==> src/rtl/postinc_pkg.sv <==
package postinc_pkg;

  typedef enum logic [1:0] {
    SZ_BYTE  = 2'd0,
    SZ_HALF  = 2'd1,
    SZ_WORD  = 2'd2,
    SZ_DWORD = 2'd3
  } size_e;

  typedef enum logic [1:0] {
    ST_IDLE   = 2'd0,
    ST_ACCESS = 2'd1,
    ST_WB     = 2'd2
  } state_e;

  typedef struct packed {
    size_e size;
    logic  store;
    logic  sext;
    logic  indexed;
  } ctl_t;

endpackage

==> src/rtl/postinc_offset.sv <==
module postinc_offset
  import postinc_pkg::*;
#(
  parameter int XLEN  = 64,
  parameter int IMM_W = 16
) (
  input  ctl_t             ctl,
  input  logic [IMM_W-1:0] imm,
  input  logic [XLEN-1:0]  base,
  input  logic [XLEN-1:0]  index,
  output logic [XLEN-1:0]  next_base
);

  localparam int EXT_W = XLEN - IMM_W;

  logic [IMM_W-1:0] imm_eff;
  logic [XLEN-1:0]  imm_ext;
  logic [XLEN-1:0]  offset;

  // doubleword immediates carry a word-aligned displacement
  always_comb begin
    imm_eff = imm;
    if (ctl.size == SZ_DWORD) imm_eff[1:0] = 2'b00;
  end

  assign imm_ext   = {{EXT_W{imm_eff[IMM_W-1]}}, imm_eff};
  assign offset    = ctl.indexed ? index : imm_ext;
  assign next_base = base + offset;

endmodule

==> src/rtl/postinc_datafmt.sv <==
module postinc_datafmt
  import postinc_pkg::*;
#(
  parameter int XLEN = 64
) (
  input  size_e           size,
  input  logic            sext,
  input  logic [XLEN-1:0] din,
  output logic [XLEN-1:0] dout
);

  localparam int B_W = 8;
  localparam int H_W = 16;
  localparam int W_W = 32;

  logic h_fill;
  logic w_fill;

  assign h_fill = sext & din[H_W-1];
  assign w_fill = sext & din[W_W-1];

  always_comb begin
    unique case (size)
      SZ_BYTE:  dout = {{(XLEN-B_W){1'b0}}, din[B_W-1:0]};
      SZ_HALF:  dout = {{(XLEN-H_W){h_fill}}, din[H_W-1:0]};
      SZ_WORD:  dout = {{(XLEN-W_W){w_fill}}, din[W_W-1:0]};
      default:  dout = din;
    endcase
  end

endmodule

==> src/rtl/postinc_seq.sv <==
module postinc_seq
  import postinc_pkg::*;
(
  input  logic clk,
  input  logic rst_n,
  input  logic op_fire,
  input  logic op_bad,
  input  logic req_ready,
  input  logic rsp_valid,
  output logic idle,
  output logic req_valid,
  output logic rsp_ready,
  output logic rsp_take,
  output logic wb,
  output logic bad
);

  state_e state_q, state_d;
  logic   sent_q, sent_d;
  logic   bad_q, bad_d;

  always_comb begin
    state_d = state_q;
    sent_d  = sent_q;
    bad_d   = bad_q;
    unique case (state_q)
      ST_IDLE: begin
        if (op_fire) begin
          bad_d   = op_bad;
          sent_d  = 1'b0;
          state_d = op_bad ? ST_WB : ST_ACCESS;
        end
      end
      ST_ACCESS: begin
        if (!sent_q && req_ready) sent_d = 1'b1;
        if (sent_q && rsp_valid) state_d = ST_WB;
      end
      default: state_d = ST_IDLE;
    endcase
  end

  always_ff @(posedge clk or negedge rst_n) begin
    if (!rst_n) begin
      state_q <= ST_IDLE;
      sent_q  <= 1'b0;
      bad_q   <= 1'b0;
    end else begin
      state_q <= state_d;
      sent_q  <= sent_d;
      bad_q   <= bad_d;
    end
  end

  assign idle      = (state_q == ST_IDLE);
  assign req_valid = (state_q == ST_ACCESS) && !sent_q;
  assign rsp_ready = (state_q == ST_ACCESS) && sent_q;
  assign rsp_take  = rsp_ready && rsp_valid;
  assign wb        = (state_q == ST_WB);
  assign bad       = bad_q;

endmodule

==> src/rtl/postinc_lsu.sv <==
module postinc_lsu
  import postinc_pkg::*;
#(
  parameter int XLEN  = 64,
  parameter int IDX_W = 5,
  parameter int IMM_W = 16
) (
  input  logic             clk,
  input  logic             rst_n,
  input  logic             op_valid,
  output logic             op_ready,
  input  logic [1:0]       op_size,
  input  logic             op_store,
  input  logic             op_signed,
  input  logic             op_indexed,
  input  logic [IMM_W-1:0] op_imm,
  input  logic [IDX_W-1:0] rt_idx,
  input  logic [IDX_W-1:0] ra_idx,
  input  logic [XLEN-1:0]  ra_val,
  input  logic [XLEN-1:0]  idx_val,
  input  logic [XLEN-1:0]  rs_val,
  output logic             mem_req_valid,
  input  logic             mem_req_ready,
  output logic [XLEN-1:0]  mem_req_addr,
  output logic [1:0]       mem_req_size,
  output logic             mem_req_we,
  output logic [XLEN-1:0]  mem_req_wdata,
  input  logic             mem_rsp_valid,
  output logic             mem_rsp_ready,
  input  logic [XLEN-1:0]  mem_rsp_data,
  output logic             wr_t_en,
  output logic [IDX_W-1:0] wr_t_idx,
  output logic [XLEN-1:0]  wr_t_data,
  output logic             wr_a_en,
  output logic [IDX_W-1:0] wr_a_idx,
  output logic [XLEN-1:0]  wr_a_data,
  output logic             done,
  output logic             invalid_form
);

  ctl_t             ctl_in, ctl_q;
  logic [IMM_W-1:0] imm_q;
  logic [IDX_W-1:0] rt_q, ra_q;
  logic [XLEN-1:0]  base_q, index_q, src_q, rsp_q;
  logic             op_fire, op_bad;
  logic             rsp_take, wb, bad;

  assign ctl_in  = '{size: size_e'(op_size), store: op_store,
                     sext: op_signed, indexed: op_indexed};
  assign op_fire = op_valid && op_ready;
  assign op_bad  = !op_store && ((ra_idx == '0) || (ra_idx == rt_idx));

  always_ff @(posedge clk or negedge rst_n) begin
    if (!rst_n) begin
      ctl_q   <= '0;
      imm_q   <= '0;
      rt_q    <= '0;
      ra_q    <= '0;
      base_q  <= '0;
      index_q <= '0;
      src_q   <= '0;
    end else if (op_fire) begin
      ctl_q   <= ctl_in;
      imm_q   <= op_imm;
      rt_q    <= rt_idx;
      ra_q    <= ra_idx;
      base_q  <= ra_val;
      index_q <= idx_val;
      src_q   <= rs_val;
    end
  end

  always_ff @(posedge clk or negedge rst_n) begin
    if (!rst_n)        rsp_q <= '0;
    else if (rsp_take) rsp_q <= mem_rsp_data;
  end

  postinc_seq u_seq (
    .clk       (clk),
    .rst_n     (rst_n),
    .op_fire   (op_fire),
    .op_bad    (op_bad),
    .req_ready (mem_req_ready),
    .rsp_valid (mem_rsp_valid),
    .idle      (op_ready),
    .req_valid (mem_req_valid),
    .rsp_ready (mem_rsp_ready),
    .rsp_take  (rsp_take),
    .wb        (wb),
    .bad       (bad)
  );

  postinc_offset #(.XLEN(XLEN), .IMM_W(IMM_W)) u_offset (
    .ctl       (ctl_q),
    .imm       (imm_q),
    .base      (base_q),
    .index     (index_q),
    .next_base (wr_a_data)
  );

  postinc_datafmt #(.XLEN(XLEN)) u_loadfmt (
    .size (ctl_q.size),
    .sext (ctl_q.sext),
    .din  (rsp_q),
    .dout (wr_t_data)
  );

  postinc_datafmt #(.XLEN(XLEN)) u_storefmt (
    .size (ctl_q.size),
    .sext (1'b0),
    .din  (src_q),
    .dout (mem_req_wdata)
  );

  assign mem_req_addr = base_q;
  assign mem_req_size = ctl_q.size;
  assign mem_req_we   = ctl_q.store;

  assign done         = wb;
  assign invalid_form = wb && bad;
  assign wr_a_en      = wb && !bad;
  assign wr_t_en      = wb && !bad && !ctl_q.store;
  assign wr_a_idx     = ra_q;
  assign wr_t_idx     = rt_q;

endmodule

==> config.mk <==
export PLATFORM = sky130hd
export DESIGN_NAME = postinc_lsu
export DESIGN_NICKNAME = d
export VERILOG_FILES = /design/src/rtl/postinc_pkg.sv /design/src/rtl/postinc_offset.sv /design/src/rtl/postinc_datafmt.sv /design/src/rtl/postinc_seq.sv /design/src/rtl/postinc_lsu.sv
export SDC_FILE = /design/constraint.sdc
export NUM_CORES = 1
export LEC_CHECK = 0
export BUFFER_PORTS_ARGS = -buffer_cell sky130_fd_sc_hd__buf_2
export CAP_MARGIN = 25
export CORE_AREA = 8 8 215 217
export CTS_CLUSTER_SIZE = 14
export DETAILED_ROUTE_END_ITERATION = 7
export DIE_AREA = 0 0 223 225
export PLACE_DENSITY = 0.74
export SYNTH_ARGS = -nofsm -noshare
export SYNTH_HDL_FRONTEND = slang
export SYNTH_SLANG_ARGS = --single-unit
==> constraint.sdc <==
create_clock -name clk -period 10.45 [get_ports clk]
set_clock_uncertainty 0.05 [all_clocks]
set_input_delay 1.5675 -clock clk [delete_from_list [all_inputs] [get_ports clk]]
set_output_delay 1.5675 -clock clk [all_outputs]
set_load 0.01 [all_outputs]
==> reports/qor.csv, run 1 <==
metric,value,unit
post-synthesis sequential area ratio,44.7,%
post-layout instance area,20600,sq um
vias in the first global route,16100,
Min-Delay Path Class,reg -> reg,
DRC errors left,0,
max-slew violation count,0,
TritonCTS Buffers,35,
fin crit period,7.18,ns
setup TNS,0,ns
crit start category,flip-flop,
area added between synthesis and finish,26.6,%
Mean Syn Cell Area,8.24,sq um
Synth area leader,dfrtp_1,
"commonest non-fill, non-tap cell in the layout",nand2_1,
relative slew slack,31.5,%
"top cells by area, synth","dfrtp_1 (45%), nand2_1 (20%), mux2_2 (5.3%)",
status,finished clean,
DR vias,15900,
cells after synthesis,1978,
Post-Place Cell Area,19400,sq um
First-pass DRT Iterations,5,
grt total ovfl,0,
Crit path arrival time,5.56,ns
clock tree buffer depth,3,
Clock Latency Late Sink,0.53,ns
kind of critical path,reg -> out,
Yosys reg bits,291,
max_cap viols,0,
leak pwr,11.9,nW
synth warn,0,
asr flop ratio synth,100,%
initial antenna violation count,15,
Tightest Pin Transition,1.03,ns
first-pass GRT wire length,90300,um
largest net degree at the start of global routing,108,
VDD IR-drop max,201,uV
top_reg_cell synth,dfrtp_1,
Nets,2824,
Synth Net Count,2334,
PD cells,416,nW/um^2
CTS sink cnt,291,
mapped cell area,16300,sq um
period utilization,68.7,%
cts hold-fix bufs,0,
Post-CTS Setup Repair Bufs,0,
final wirelength,59500,um
Final Hold Fails,0,
GRT Overall Usage,22.4,%
initial drt markers,1244,
initial core utilization,38.2,%
share of the synthesized area in the top cell type,44.7,%
core area,42700,sq um
Die Wd,223,um
drt wl/cell,19.5,um
Post-synth EDFFs,0,
worst-path maximum fanout,67,
HPWL reported at the end of detailed placement,45500,um
f_max,0.139,GHz
GP Congestion,0.949,
most frequent cells in the layout,"nand2_1 (871), buf_2 (566), dfrtp_1 (289), mux2_2 (77), a21oi_1 (75)",
row count,76,
clk slew on worst S/H paths,0.06,ns
Power Total,8.58,mW
share of cells above drive strength 1,29.5,%
crit end category,primary output,
Synth cell types,63,
Root Buffer Master,clkbuf_16,
Antenna Nets Post-Route,0,
unrepaired setup endpoints after global routing,no,
vias per cell,5.20,
I/O Buffers,567,
IO Pins,568,
cts repair resizes,0,
Die ar.,50200,sq um
Max H-tree Level,2,
worst path required time,8.83,ns
# setup viols final,0,
die height,225,um
CTS tree,done,
[area by class of cell]
| type | instances | area (sq um) |
|---|---|---|
| diodes | 7 | 17.5 |
| inverters | 24 | 90.1 |
| well taps | 546 | 683 |
| fillers | 4101 | 22100 |
| flip-flops and latches | 291 | 7280 |
| multi-input cells | 1532 | 8370 |
| clock inverters | 10 | 104 |
| repair buffers | 584 | 3030 |
| clock buffers | 52 | 1060 |
[Yosys cell counts (all sizes together), types with 3 or more instances]
library cell    n
nand4          17
nor3           12
a21oi          77
and3           43
nand2         872
o211ai          4
a21o           68
xnor2          35
inv            24
a31oi          16
nor2b          20
a221o           4
o31ai           6
o21a            6
xor2           30
nand3           6
o21ai          45
buf            39
nand2b          9
dfrtp         291
ha             63
mux2           77
nor4            3
or3             4
o21bai         11
a211oi          4
clkbuf         92
nor2           40
and2           26
[cells by family after synthesis]
family	share of synthesized area [%]
AND/OR/NAND/NOR	26.6
AO/OA/AOI/OAI	10.7
multiplexers	5.44
buffers and inverters	4.07
XOR/XNOR	3.49
flip-flops	44.7
adder cells (fa/ha/maj)	4.96
[critical path, stage by stage, from the launching register on]
cell and delay (ns):
dfrtp_2 0.35, buf_4 0.60, nand2b_2 0.24, buf_4 0.45, nand2_1 0.15, ha_1 0.46, and3_1 0.34, nand3_1 0.13
or2_0 0.26, a2111oi_0 0.65, or4b_1 0.29, a21o_1 0.29, a41oi_4 0.18, o21ai_1 0.19, xor2_1 0.23, buf_2 0.17
[path summary, 6_finish.rpt]
path | startpoint | endpoint | slack (ns) | cells after the start
max | ctl_q[0] | wr_a_data[56] | 3.27 | 15
min | src_q[19] | src_q[19] | 0.42 | 2
max reg2reg | u_seq.state_q[0] | imm_q[13] | 7.78 | 5
min reg2reg | src_q[19] | src_q[19] | 0.42 | 2
max in group asynchronous | rst_n | rsp_q[16] | 7.19 | 3
min in group asynchronous | rst_n | index_q[20] | 0.93 | 1
[through the flow]
step           hold slack, ns  setup WS, ns  cells  util (%)
3_5_place_dp            0.405          3.94   2974      45.4
6_report                0.417          3.27   3046      48.3
2_1_floorplan           0.387          5.42   1978         -
5_1_grt                 0.438          3.03   3041      48.3
3_3_place_gp            0.400          4.13   2974      45.4
4_1_cts                 0.419          3.33   3036      48.1
[power by group]
part	switching (mW)	internal (mW)	leakage [nW]
Combinational	3.29	2.01	7.77
Clock	0.502	0.733	0.579
Sequential	0.370	1.67	3.58
Total	4.16	4.42	11.9
[state kept, by name, indices dropped and copies added (netlist names), 2 cells and up]
register,flops
u_seq.state_q,2
src_q,64
mem_req_size,2
rsp_q,64
wr_t_idx,5
mem_req_addr,64
ctl_q,2
index_q,64
wr_a_idx,5
imm_q,16
[per-layer routing]
| layer | up-vias | part of all wire, % | global-route usage (%) |
|---|---|---|---|
| met3 | 130 | 8.7 | 6.70 |
| met5 | - | 0.14 | 0 |
| met2 | 704 | 49 | 38.5 |
| met4 | 14 | 3.9 | 9.58 |
| li1 | 7462 | - | - |
| met1 | 7541 | 38 | 25.7 |
No activity file was read; power rests on OpenSTA's default activity.
==> inputs of run 2 (changes only) <==
- ABC_AREA: unset -> 1
- CORE_AREA: 8 8 215 217 -> 8 8 217 219
- DIE_AREA: 0 0 223 225 -> 0 0 225 227
- PLACE_DENSITY: 0.74 -> 0.81
- clock period: 10.45 -> 6.2 ns (I/O delays scaled with it)
==> reports/qor.csv, run 2 <==
metric,value,unit,change
status,finished clean,,
Synth Area in Simple Gates,39.8,%,+13 points
DP Cell Count,3981,,+34%
"commonest non-fill, non-tap cell in the layout",nand2_1,,
# setup viols final,0,,unchanged
vias per cell,4.79,,-7.9%
area added between synthesis and finish,23.5,%,
total area of sequential cells,7280,sq um,about the same
Root Buffer Master,clkbuf_16,,
post-synthesis sequential area ratio,39.6,%,-5.1 points
Synth cell types,31,,-51%
worst path required time,5.22,ns,-3.61 ns
"top cells by count, synth","nand2_1 (1627), inv_1 (409), dfrtp_1 (291)",,
relative slew slack,33.2,%,+1.7 points
Nets,3782,,+34%
CTS sink cnt,291,,unchanged
CTS tree,done,,
top-count cell post-synth,nand2_1,,
fill count,4331,,+5.6%
Final Hold Fails,0,,unchanged
PD cells,659,nW/um^2,+58%
Min-Delay Path Class,in -> async,,
largest family of logic cells by synthesized area,simple AND/OR/NAND/NOR gates,,
fin crit period,4.95,ns,
leak pwr,14.6,nW,+22%
Tightest Pin Transition,1.00,ns,-0.0264 ns
Post-Synth XOR/XNOR Area,1.67,%,-1.8 points
Clock Latency Late Sink,0.55,ns,+0.02 ns
die height,227,um,+0.89%
Post-Place Cell Area,21600,sq um,+11%
kind of critical path,reg -> out,,
Crit path arrival time,3.97,ns,-1.59 ns
Compound-Gate Fraction of Synth Area,3.14,%,-7.6 points
cts hold-fix bufs,0,,unchanged
worst-path maximum fanout,49,,-27%
largest net degree at the start of global routing,155,,+44%
share of cells above drive strength 1,19.2,%,-10 points
clk slew on worst S/H paths,0.06,ns,about the same
synth warn,0,,unchanged
Max H-tree Level,2,,unchanged
top_reg_cell synth,dfrtp_1,,
DRC errors left,0,,unchanged
final wirelength,69700,um,+17%
grt total ovfl,0,,unchanged
mapped cell area,18400,sq um,+13%
final std cells w/o fill,4058,,+33%
I/O Buffers,567,,unchanged
GRT Overall Usage,26.4,%,+4.0 points
HPWL reported at the end of detailed placement,54800,um,+20%
final worst slack,1.25,ns,-2.02 ns
crit end category,primary output,,
IO Pins,568,,unchanged
Synth Net Count,3272,,+40%
cells after synthesis,2916,,+47%
Post-CTS Setup Repair Bufs,0,,unchanged
Multi-input gate area,9030,sq um,+7.8%
Mean Syn Cell Area,6.31,sq um,-23%
Die ar.,51100,sq um,+1.8%
vias in the first global route,18900,,+17%
f_max,0.202,GHz,
row count,77,,+1.3%
setup TNS,0,ns,unchanged
VDD IR-drop max,372,uV,+85%
"top cells by area, synth","dfrtp_1 (40%), nand2_1 (33%), inv_1 (8.3%)",,
Antenna Nets Post-Route,0,,unchanged
post-layout instance area,22700,sq um,+10%
clock tree buffer depth,3,,unchanged
cts repair resizes,0,,unchanged
period utilization,79.9,%,
DR vias,19400,,+23%
Die Wd,225,um,+0.90%
initial antenna violation count,30,,+15
post-synthesis mux area share,0,%,-5.4 points
Post-synth EDFFs,0,,unchanged
Place WS,1.88,ns,-2.07 ns
Yosys reg bits,291,,unchanged
max-slew violation count,0,,unchanged
drt wl/cell,17.2,um,-12%
most frequent cells in the layout,"nand2_1 (1627), buf_2 (566), inv_1 (409), dfrtp_1 (290), nor2_1 (159)",,
GP Congestion,0.985,,+3.8%
asr flop ratio synth,100,%,unchanged
initial drt markers,1671,,+34%
max_cap viols,0,,unchanged
crit start category,flip-flop,,
unrepaired setup endpoints after global routing,no,,
share of the synthesized area in the top cell type,39.6,%,-5.1 points
Synth area leader,dfrtp_1,,
first-pass GRT wire length,105000,um,+17%
initial core utilization,42.2,%,+4.0 points
Synth Area in Adders,4.39,%,-0.57 points
core area,43600,sq um,+2.2%
TritonCTS Buffers,34,,-2.9%
First-pass DRT Iterations,6,,+1
[run 2: worst max-delay path, stage by stage, from the launching register on]
cell and delay [ns]:
dfrtp_2 0.36, clkinv_1 0.43, nand2_1 0.18, buf_4 0.48, nand2_1 0.11, ha_1 0.41
nand2_1 0.14, inv_1 0.06, a21oi_1 0.28, nand2_1 0.14, inv_1 0.07, nand2_1 0.07
a21oi_1 0.29, nand2_1 0.09, nand2_1 0.07, nand2_1 0.09, buf_2 0.16
[run 2: metal layers]
| metal | up-vias | global-route usage, % | share of wire (%) |
|---|---|---|---|
| met3 | 157 | 7.03 | 8.9 |
| li1 | 9652 | - | - |
| met2 | 795 | 45.5 | 49 |
| met5 | - | 0 | 0.19 |
| met1 | 8819 | 30.8 | 38 |
| met4 | 18 | 11.6 | 4.3 |
[run 2: final cells by class]
type                    count  share of cell area, %
multi-input cells        2104                   39.7
repair buffers            581                   13.1
well taps                 592                   3.26
inverters                 414                   6.87
flip-flops and latches    291                   32.0
clock inverters             9                  0.363
diodes                     15                  0.165
clock buffers              52                   4.44
[run 2: final timing paths]
path	start	endpoint	slack, ns	cells past startpoint
setup / recovery	ctl_q[0]	wr_a_data[52]	1.25	16
max in group asynchronous	rst_n	index_q[45]	4.32	2
hold reg to reg	rsp_q[4]	rsp_q[4]	0.41	2
setup reg to reg	u_seq.state_q[1]	src_q[62]	3.29	5
min in group clk	rsp_q[4]	rsp_q[4]	0.41	2
hold / removal	rst_n	src_q[8]	0.35	1
[run 2: cell families (layout without fill, tap and decap cells)]
logic type	Yosys count	count (layout)
AND/OR/NAND/NOR	1892	1892
buffers and inverters	521	1056
flip-flops	291	291
AO/OA/AOI/OAI	113	113
adder cells (fa/ha/maj)	64	64
XOR/XNOR	35	35
other	0	15
[run 2: power breakdown]
group	switching (mW)	leakage, nW	internal, mW
clock	0.841	0.530	1.13
combinational	6.44	10.4	3.13
sequential	0.627	3.61	2.80
[run 2: per-stage QoR]
stage	util, %	hold WS (ns)	total power [mW]
after floorplan	-	0.392	9.29
after global placement	49.4	0.400	12.8
after detailed placement	49.4	0.404	12.9
after CTS	51.9	0.362	14.9
after global routing	52.0	0.377	16.2
final	52.1	0.348	15.0
